===== config.mk =====
export PLATFORM = sky130hd
export DESIGN_NAME = mshr_merge_pool
export DESIGN_NICKNAME = d
export VERILOG_FILES = /design/src/rtl/mshr_pkg.sv /design/src/rtl/mshr_pick.sv /design/src/rtl/mshr_match.sv /design/src/rtl/mshr_idq.sv /design/src/rtl/mshr_merge_pool.sv
export SDC_FILE = /design/constraint.sdc
export NUM_CORES = 2
export LEC_CHECK = 0
export BUFFER_PORTS_ARGS = -buffer_cell sky130_fd_sc_hd__clkbuf_2
export CORE_MARGIN = 2
export CORE_UTILIZATION = 40
export CTS_CLUSTER_DIAMETER = 60
export CTS_CLUSTER_SIZE = 25
export DETAILED_ROUTE_END_ITERATION = 8
export MAX_ROUTING_LAYER = met4
export PLACE_DENSITY_LB_ADDON = 0.15
export SLEW_MARGIN = 25
export SYNTH_ARGS = -nofsm -noshare
export SYNTH_HDL_FRONTEND = slang
export SYNTH_SLANG_ARGS = --single-unit

===== constraint.sdc =====
create_clock -name clk -period 6.8 [get_ports clk]
set_input_delay 0.68 -clock clk [delete_from_list [all_inputs] [get_ports clk]]
set_output_delay 0.68 -clock clk [all_outputs]
set_load 0.02 [all_outputs]

===== src/rtl/mshr_pkg.sv =====
package mshr_pkg;
  typedef enum logic [1:0] {
    RS_NONE = 2'd0,
    RS_GEN  = 2'd1,
    RS_TEX  = 2'd2
  } ret_src_e;
endpackage


===== src/rtl/mshr_pick.sv =====
// Lowest-index free entry finder.
module mshr_pick #(
  parameter int N_ENT = 16,
  localparam int ID_W = $clog2(N_ENT)
) (
  input  logic [N_ENT-1:0] free_v,
  output logic             found,
  output logic [ID_W-1:0]  idx
);
  always_comb begin
    found = 1'b0;
    idx   = '0;
    for (int i = N_ENT - 1; i >= 0; i--) begin
      if (free_v[i]) begin
        found = 1'b1;
        idx   = ID_W'(i);
      end
    end
  end
endmodule


===== src/rtl/mshr_match.sv =====
// Parallel line-address compare; returns the chain tail of a hit.
module mshr_match #(
  parameter int N_ENT  = 16,
  parameter int ADDR_W = 32,
  localparam int ID_W  = $clog2(N_ENT)
) (
  input  logic [ADDR_W-1:0] key,
  input  logic [ADDR_W-1:0] addr_tab [N_ENT],
  input  logic [N_ENT-1:0]  cand,
  input  logic [N_ENT-1:0]  has_next,
  output logic              hit,
  output logic [ID_W-1:0]   tail_id
);
  always_comb begin
    hit     = 1'b0;
    tail_id = '0;
    for (int i = 0; i < N_ENT; i++) begin
      if (cand[i] && (addr_tab[i] == key)) begin
        hit = 1'b1;
        if (!has_next[i]) tail_id = ID_W'(i);
      end
    end
  end
endmodule


===== src/rtl/mshr_idq.sv =====
// Small in-order queue of entry ids.
module mshr_idq #(
  parameter int DEPTH = 16,
  parameter int W     = 4,
  localparam int PW   = (DEPTH > 1) ? $clog2(DEPTH) : 1,
  localparam int CW   = $clog2(DEPTH + 1)
) (
  input  logic         clk,
  input  logic         rst_n,
  input  logic         push,
  input  logic [W-1:0] push_data,
  input  logic         pop,
  output logic [W-1:0] head,
  output logic         empty
);
  logic [W-1:0]  slot [DEPTH];
  logic [PW-1:0] wr_ptr, rd_ptr;
  logic [CW-1:0] count;

  function automatic logic [PW-1:0] bump(input logic [PW-1:0] p);
    return (p == PW'(DEPTH - 1)) ? '0 : p + 1'b1;
  endfunction

  assign empty = (count == '0);
  assign head  = slot[rd_ptr];

  always_ff @(posedge clk or negedge rst_n) begin
    if (!rst_n) begin
      wr_ptr <= '0;
      rd_ptr <= '0;
      count  <= '0;
    end else begin
      if (push) wr_ptr <= bump(wr_ptr);
      if (pop)  rd_ptr <= bump(rd_ptr);
      count <= count + CW'(push) - CW'(pop);
    end
  end

  always_ff @(posedge clk) begin
    if (push) slot[wr_ptr] <= push_data;
  end
endmodule


===== src/rtl/mshr_merge_pool.sv =====
module mshr_merge_pool #(
  parameter int N_ENT  = 16,
  parameter int ADDR_W = 32,
  parameter int WARP_W = 6,
  localparam int ID_W  = $clog2(N_ENT),
  localparam int CNT_W = $clog2(N_ENT + 1)
) (
  input  logic              clk,
  input  logic              rst_n,
  input  logic              alloc_valid,
  output logic              alloc_ready,
  input  logic [ADDR_W-1:0] alloc_addr,
  input  logic              alloc_write,
  input  logic              alloc_tex,
  input  logic [WARP_W-1:0] alloc_warp,
  output logic [ID_W-1:0]   alloc_id,
  output logic              alloc_merged,
  output logic              mreq_valid,
  input  logic              fill_valid,
  input  logic [ID_W-1:0]   fill_id,
  output logic              ret_valid,
  input  logic              ret_ready,
  output logic [ID_W-1:0]   ret_id,
  output logic [ADDR_W-1:0] ret_addr,
  output logic [WARP_W-1:0] ret_warp,
  output logic              ret_write,
  output logic              ret_tex,
  input  logic [CNT_W-1:0]  avail_need,
  output logic              avail_ok,
  output logic [CNT_W-1:0]  used_count,
  output logic [CNT_W-1:0]  high_water
);
  import mshr_pkg::*;

  // entry state
  logic [N_ENT-1:0]  e_valid, e_fetched, e_tex, e_write, e_nv;
  logic [ADDR_W-1:0] e_addr [N_ENT];
  logic [WARP_W-1:0] e_warp [N_ENT];
  logic [ID_W-1:0]   e_next [N_ENT];

  logic [N_ENT-1:0]  cand, fill_mark;
  logic              free_found, hit, alloc_fire, pop_fire, chain_in;
  logic [ID_W-1:0]   free_idx, tail_id;
  logic [CNT_W-1:0]  used_next;

  // return path state
  logic              cur_v, hold_tex;
  logic [ID_W-1:0]   cur_id;
  logic [ID_W-1:0]   gq_head, tq_head, gen_head;
  logic              gq_empty, tq_empty, gen_rdy, tex_rdy;
  ret_src_e          src;

  assign cand = e_valid & ~e_fetched & ~e_tex;

  mshr_pick #(.N_ENT(N_ENT)) u_pick (
    .free_v (~e_valid),
    .found  (free_found),
    .idx    (free_idx)
  );

  mshr_match #(.N_ENT(N_ENT), .ADDR_W(ADDR_W)) u_match (
    .key      (alloc_addr),
    .addr_tab (e_addr),
    .cand     (cand),
    .has_next (e_nv),
    .hit      (hit),
    .tail_id  (tail_id)
  );

  // allocate side
  assign alloc_ready  = free_found && !fill_valid;
  assign alloc_fire   = alloc_valid && alloc_ready;
  assign alloc_id     = free_idx;
  assign alloc_merged = hit && !alloc_tex;
  assign chain_in     = alloc_fire && alloc_merged;
  assign mreq_valid   = alloc_fire && !alloc_merged;

  // fill marks the primary and every unfetched general entry of its line
  generate
    for (genvar g = 0; g < N_ENT; g++) begin : g_fill
      assign fill_mark[g] = fill_valid &&
        ((ID_W'(g) == fill_id) ||
         (cand[g] && !e_tex[fill_id] && (e_addr[g] == e_addr[fill_id])));
    end
  endgenerate

  // return queues
  mshr_idq #(.DEPTH(N_ENT), .W(ID_W)) u_genq (
    .clk       (clk),
    .rst_n     (rst_n),
    .push      (fill_valid && !e_tex[fill_id]),
    .push_data (fill_id),
    .pop       (pop_fire && (src == RS_GEN) && !cur_v),
    .head      (gq_head),
    .empty     (gq_empty)
  );

  mshr_idq #(.DEPTH(N_ENT), .W(ID_W)) u_texq (
    .clk       (clk),
    .rst_n     (rst_n),
    .push      (alloc_fire && alloc_tex),
    .push_data (free_idx),
    .pop       (pop_fire && (src == RS_TEX)),
    .head      (tq_head),
    .empty     (tq_empty)
  );

  assign gen_head = cur_v ? cur_id : gq_head;
  assign gen_rdy  = cur_v || !gq_empty;
  assign tex_rdy  = !tq_empty && e_fetched[tq_head];

  always_comb begin
    if (hold_tex)     src = RS_TEX;
    else if (gen_rdy) src = RS_GEN;
    else if (tex_rdy) src = RS_TEX;
    else              src = RS_NONE;
  end

  assign ret_valid = (src != RS_NONE);
  assign ret_id    = (src == RS_TEX) ? tq_head : gen_head;
  assign ret_addr  = e_addr[ret_id];
  assign ret_warp  = e_warp[ret_id];
  assign ret_write = e_write[ret_id];
  assign ret_tex   = (src == RS_TEX);
  assign pop_fire  = ret_valid && ret_ready;

  // chain cursor and texture hold
  always_ff @(posedge clk or negedge rst_n) begin
    if (!rst_n) begin
      cur_v    <= 1'b0;
      cur_id   <= '0;
      hold_tex <= 1'b0;
    end else begin
      hold_tex <= (src == RS_TEX) && !ret_ready;
      if (pop_fire && (src == RS_GEN)) begin
        cur_v  <= e_nv[gen_head];
        cur_id <= e_next[gen_head];
      end
    end
  end

  // entry control bits
  always_ff @(posedge clk or negedge rst_n) begin
    if (!rst_n) begin
      e_valid   <= '0;
      e_fetched <= '0;
      e_tex     <= '0;
      e_write   <= '0;
      e_nv      <= '0;
    end else begin
      if (pop_fire) e_valid[ret_id] <= 1'b0;
      for (int i = 0; i < N_ENT; i++) begin
        if (fill_mark[i]) e_fetched[i] <= 1'b1;
      end
      if (alloc_fire) begin
        e_valid[free_idx]   <= 1'b1;
        e_fetched[free_idx] <= 1'b0;
        e_tex[free_idx]     <= alloc_tex;
        e_write[free_idx]   <= alloc_write;
        e_nv[free_idx]      <= 1'b0;
      end
      if (chain_in) e_nv[tail_id] <= 1'b1;
    end
  end

  // entry payload
  always_ff @(posedge clk) begin
    if (alloc_fire) begin
      e_addr[free_idx] <= alloc_addr;
      e_warp[free_idx] <= alloc_warp;
    end
    if (chain_in) e_next[tail_id] <= free_idx;
  end

  // occupancy
  assign used_next = used_count + CNT_W'(alloc_fire) - CNT_W'(pop_fire);
  assign avail_ok  = (CNT_W'(N_ENT) - used_count) >= avail_need;

  always_ff @(posedge clk or negedge rst_n) begin
    if (!rst_n) begin
      used_count <= '0;
      high_water <= '0;
    end else begin
      used_count <= used_next;
      if (used_next > high_water) high_water <= used_next;
    end
  end
endmodule


==> Flow_metrics.wiki <==
{| class="wikitable"
! Metric !! Value
|-
| Run status || complete, no violations
|-
| Total of warnings raised by yosys || 0
|-
| Part of the power in combinational logic || a little over 50%
|-
| Overall fraction of global-route tracks in use || between 40% and 50%
|-
| Reg-to-reg startpoint || u_texq.rd_ptr[1]
|-
| Clock buffer depth || 3
|-
| Fraction of final layout cells with drive strength greater than 1 || between 20% and 30%
|-
| Worst setup EP type || output pin
|-
| Via count || 42,300
|-
| P_leak || around 21 nW
|-
| Post-route total power || between 20 and 30 mW
|-
| Post-route clock period utilization || between 90 and 100%
|-
| Area added between synthesis and finish || 13.6%
|-
| Register bit total from synthesis || just over 900
|-
| Post-CTS clock slew at the launch and capture registers of the worst setup and hold paths || 0.08 ns
|-
| Leading cell types in the layout, fill and taps excluded || 800 x edfxtp_1, 751 x xnor2_1, 285 x xor2_1
|-
| Floorplan die height || about 370 um
|-
| Normalized max-slew margin || about 8.3%
|-
| Final weighted congestion in routability-driven placement || roughly 1.1
|-
| Max-capacitance violation count || 0
|-
| Skew final || around 0.048 ns
|-
| Synth async-reset ratio || 13.2%
|-
| Total clock buffers created by CTS || 95
|-
| Final number of max-transition violations || 0
|-
| Number of top-level design ports || 117
|-
| Hold Startpoint || ret_ready
|-
| Most frequent standard cell in the layout excluding fill and tap cells || edfxtp_1
|-
| Arrival time worst endpoint || 5.79 ns
|-
| Worst-skew pair later-pin latency || roughly 0.76 ns
|-
| Clock tree from TritonCTS || done
|-
| Number of antenna violations at the first check in global routing || 30
|-
| CP Data Required Time || a little over 6 ns
|-
| Number of cells traversed by the worst register-to-register path || 22
|-
| Iter 0 DRT Violations || 7,187
|-
| Worst-case vdd ir drop || around 0.62 mV
|-
| Number of nets still failing antenna checks after routing || 0
|-
| Worst setup path startpoint || u_texq.rd_ptr[1]
|-
| Final HPWL DP || roughly 230 mm
|-
| FF+latch area || approximately 27,000 um^2
|-
| Number of enable flip-flop cells after synthesis || 800
|-
| Mapped cell area || 54,400 um^2
|-
| Count of distinct cell types in the synthesized netlist || between 70 and 80
|-
| Per-cell via count in the routed design || about 6.7
|-
| Top achievable clock speed || around 150 MHz
|-
| Starting density of the core || 40.2%
|-
| Proportion of power drawn by flip-flops and latches || between 20% and 30%
|-
| Fin util || a little under half
|-
| Switch Pwr || roughly 12 mW
|-
| Type of the worst setup path || reg -> out
|-
| Sequential area share after synthesis || between 40% and 50%
|-
| Actual transition at the worst max-transition pin || 1.36 ns
|-
| Cell at the root of the clock tree || clkbuf_16
|-
| CTS H-Tree Depth || 3
|-
| Sw Ratio || between 40% and 50%
|-
| Highest-delay cell along the critical path || mux4_2
|-
| Number of placement rows || ~140
|-
| Final min period || about 6.5 ns
|-
| Fraction of met1 tracks used by global routing || between 50 and 60%
|-
| Crit path capture || ret_addr[26]
|-
| Pin count of the biggest net entering global routing || around 120
|-
| Delay of the slowest cell on the worst path || 0.54 ns
|-
| Classification of the worst-slack hold path || in -> reg
|-
| # Post-CTS Setup Buffers || 0
|-
| Drt first pass iters || 8
|-
| Number of standard cells in the final layout excluding fillers || about 6,300
|-
| Global routing's busiest layer || met2
|-
| Aggregate global routing overflow || 0
|-
| Drc violations || 0
|-
| Gate count after technology mapping || around 4,300
|-
| Syn Nets || roughly 4,400
|-
| Setup Viol. Count Final || 0
|-
| Final setup TNS || 0 ns
|-
| Final number of hold-violating endpoints || 0
|-
| Number of fillers in the final layout || around 12,000
|-
| Floorplan die width || around 370 um
|-
| Fraction of met2 tracks used by global routing || 65.5%
|-
| Power density of the placed cells || around 430 nW/um^2
|-
| Total wirelength of the detailed-routed design || around 310 mm
|-
| Wire length of the first global-routing pass || roughly 400 mm
|-
| Internal power || approximately 14 mW
|-
| Std-Cell Core Area || around 140,000 um^2
|-
| Worst Setup Start Kind || flip-flop
|-
| Input/output buffers || around 120
|-
| Nets@finish || about 4,500
|-
| Most used flip-flop cell after synthesis || edfxtp_1
|-
| Synth Area per Inst || around 13 um^2
|-
| Number of placed instances, taps included || 6,108
|-
| Worst-case register-to-register setup slack || roughly 0.85 ns
|-
| Die area || 139,000 um^2
|-
| RSZ-0062 raised after global routing || false
|-
| Critical Path Fanout Max || between 50 and 60
|-
| CTS sink cnt || ~900
|-
| Series of cell instances along the critical path || mux4_2, mux2i_1, mux2i_2, buf_4, mux2i_1, a22oi_1, nand4_1, nand3_4, nand2_8, clkinv_8, buf_4, mux2_1, a2111oi_2, nand3_1, clkbuf_2
|-
| Via count of the first global-routing pass || about 40,000
|-
| Portion of total power attributed to the clock network || between 20% and 30%
|-
| Met3 Resource Use GR || a little under a tenth
|-
| Multi-input combinational cell area || between 20,000 and 30,000 um^2
|-
| Worst r2r dst || high_water[0]
|-
| Per-cell routed wire length || between 40 and 50 um
|}
-- worst min-delay path by stage --
stage | endpoint | slack [ns] | cells after the start
floorplan | cur_id[0] | 0.38 | 0
global placement | cur_id[2] | 0.46 | 2
detailed placement | cur_id[2] | 0.47 | 2
CTS | hold_tex | 0.13 | 2
global route | hold_tex | 0.16 | 2
finish | hold_tex | 0.16 | 2
-- worst max-delay path, delay by kind of cell (launching register included) --
kind                   cells  cell delay, ns
AOI/OAI and AO/OA          2            0.74
buffers and inverters      4            1.13
DFF                        1            0.53
muxes                      5            1.51
and+or+nand+nor            4            0.93
-- power by group through the flow --
stage | logic [mW] | clock network (mW) | registers [mW]
4_1_cts | 13.3 | 5.90 | 7.24
6_report | 13.6 | 5.84 | 7.26
5_1_grt | 14.1 | 6.10 | 7.29
3_5_place_dp | 13.3 | 0 | 7.36
2_1_floorplan | 8.59 | 0 | 7.08
3_3_place_gp | 13.2 | 0 | 7.35
-- registers in the layout (all words and copies together), names as in the netlist, 5 cells and up --
register	flops
e_tex	16
e_warp	96
high_water	5
e_addr	512
e_fetched	16
u_texq.slot	64
used_count	5
e_valid	16
u_genq.slot	64
e_nv	16
e_next	64
e_write	16
u_genq.count	5
u_texq.count	5
-- cell families (layout without fill, tap and decap cells) --
| kind of cell | after synthesis | in the layout | synth area share (%) |
|---|---|---|---|
| flops | 922 | 922 | 49.8 |
| simple gates | 855 | 855 | 8.47 |
| buf+inv | 378 | 625 | 3.18 |
| xor+xnor | 1040 | 1040 | 16.8 |
| fa+ha+maj | 43 | 43 | 1.03 |
| compound gates | 529 | 529 | 6.41 |
| mux | 494 | 494 | 14.3 |
| other cells | 0 | 20 | 0 |
-- layout make-up --
cell class | count | share of cell area (%)
inverter | 71 | 0.460
antenna | 20 | 0.0810
sequential | 922 | 43.8
multi-input combinational | 2961 | 41.8
clock inverter | 75 | 1.70
clock buffer | 104 | 3.97
tap | 1781 | 3.61
timing repair buffer | 375 | 4.56
-- what timing repair did --
item | 4_1_cts | 5_1_grt
hold buffers | 1 | 0
hold endpoints to repair | 61 | 0
endpoints found under the setup margin | 0 | 29
gates resized for setup | 0 | 2
-- per-stage QoR --
step           setup WS (ns)  cell area [um^2]  hold slack [ns]
5_1_grt               0.0294             61800            0.160
3_3_place_gp           0.627             58100            0.461
4_1_cts                0.100             61700            0.130
2_1_floorplan          0.837             54400            0.384
3_5_place_dp           0.627             58200            0.470
6_report               0.327             61800            0.165
-- cells in the mapped netlist, drive strengths merged (41+ instances only) --
library cell	n	area, um^2
xor2	287	2510
clkbuf	188	708
nor2	118	443
nand3	199	996
xnor2	753	6600
a22oi	42	320
buf	119	747
mux2	159	1820
mux2i	127	1290
edfxtp	800	24000
dfrtp	122	3050
nand2	98	384
mux4	208	4680
a21oi	151	756
inv	71	274
nor3	41	216
nand4	215	1350
nor4	100	626
o21ai	186	942
-- per-layer routing --
layer | routed length [um] | up-vias | part of all wire, %
met5 | 0 | - | 0
met4 | 23600 | 0 | 7.6
met3 | 29000 | 673 | 9.4
met2 | 135000 | 3161 | 44
met1 | 122000 | 22100 | 39
li1 | - | 16400 | -
(Power assumes the default switching activity.)
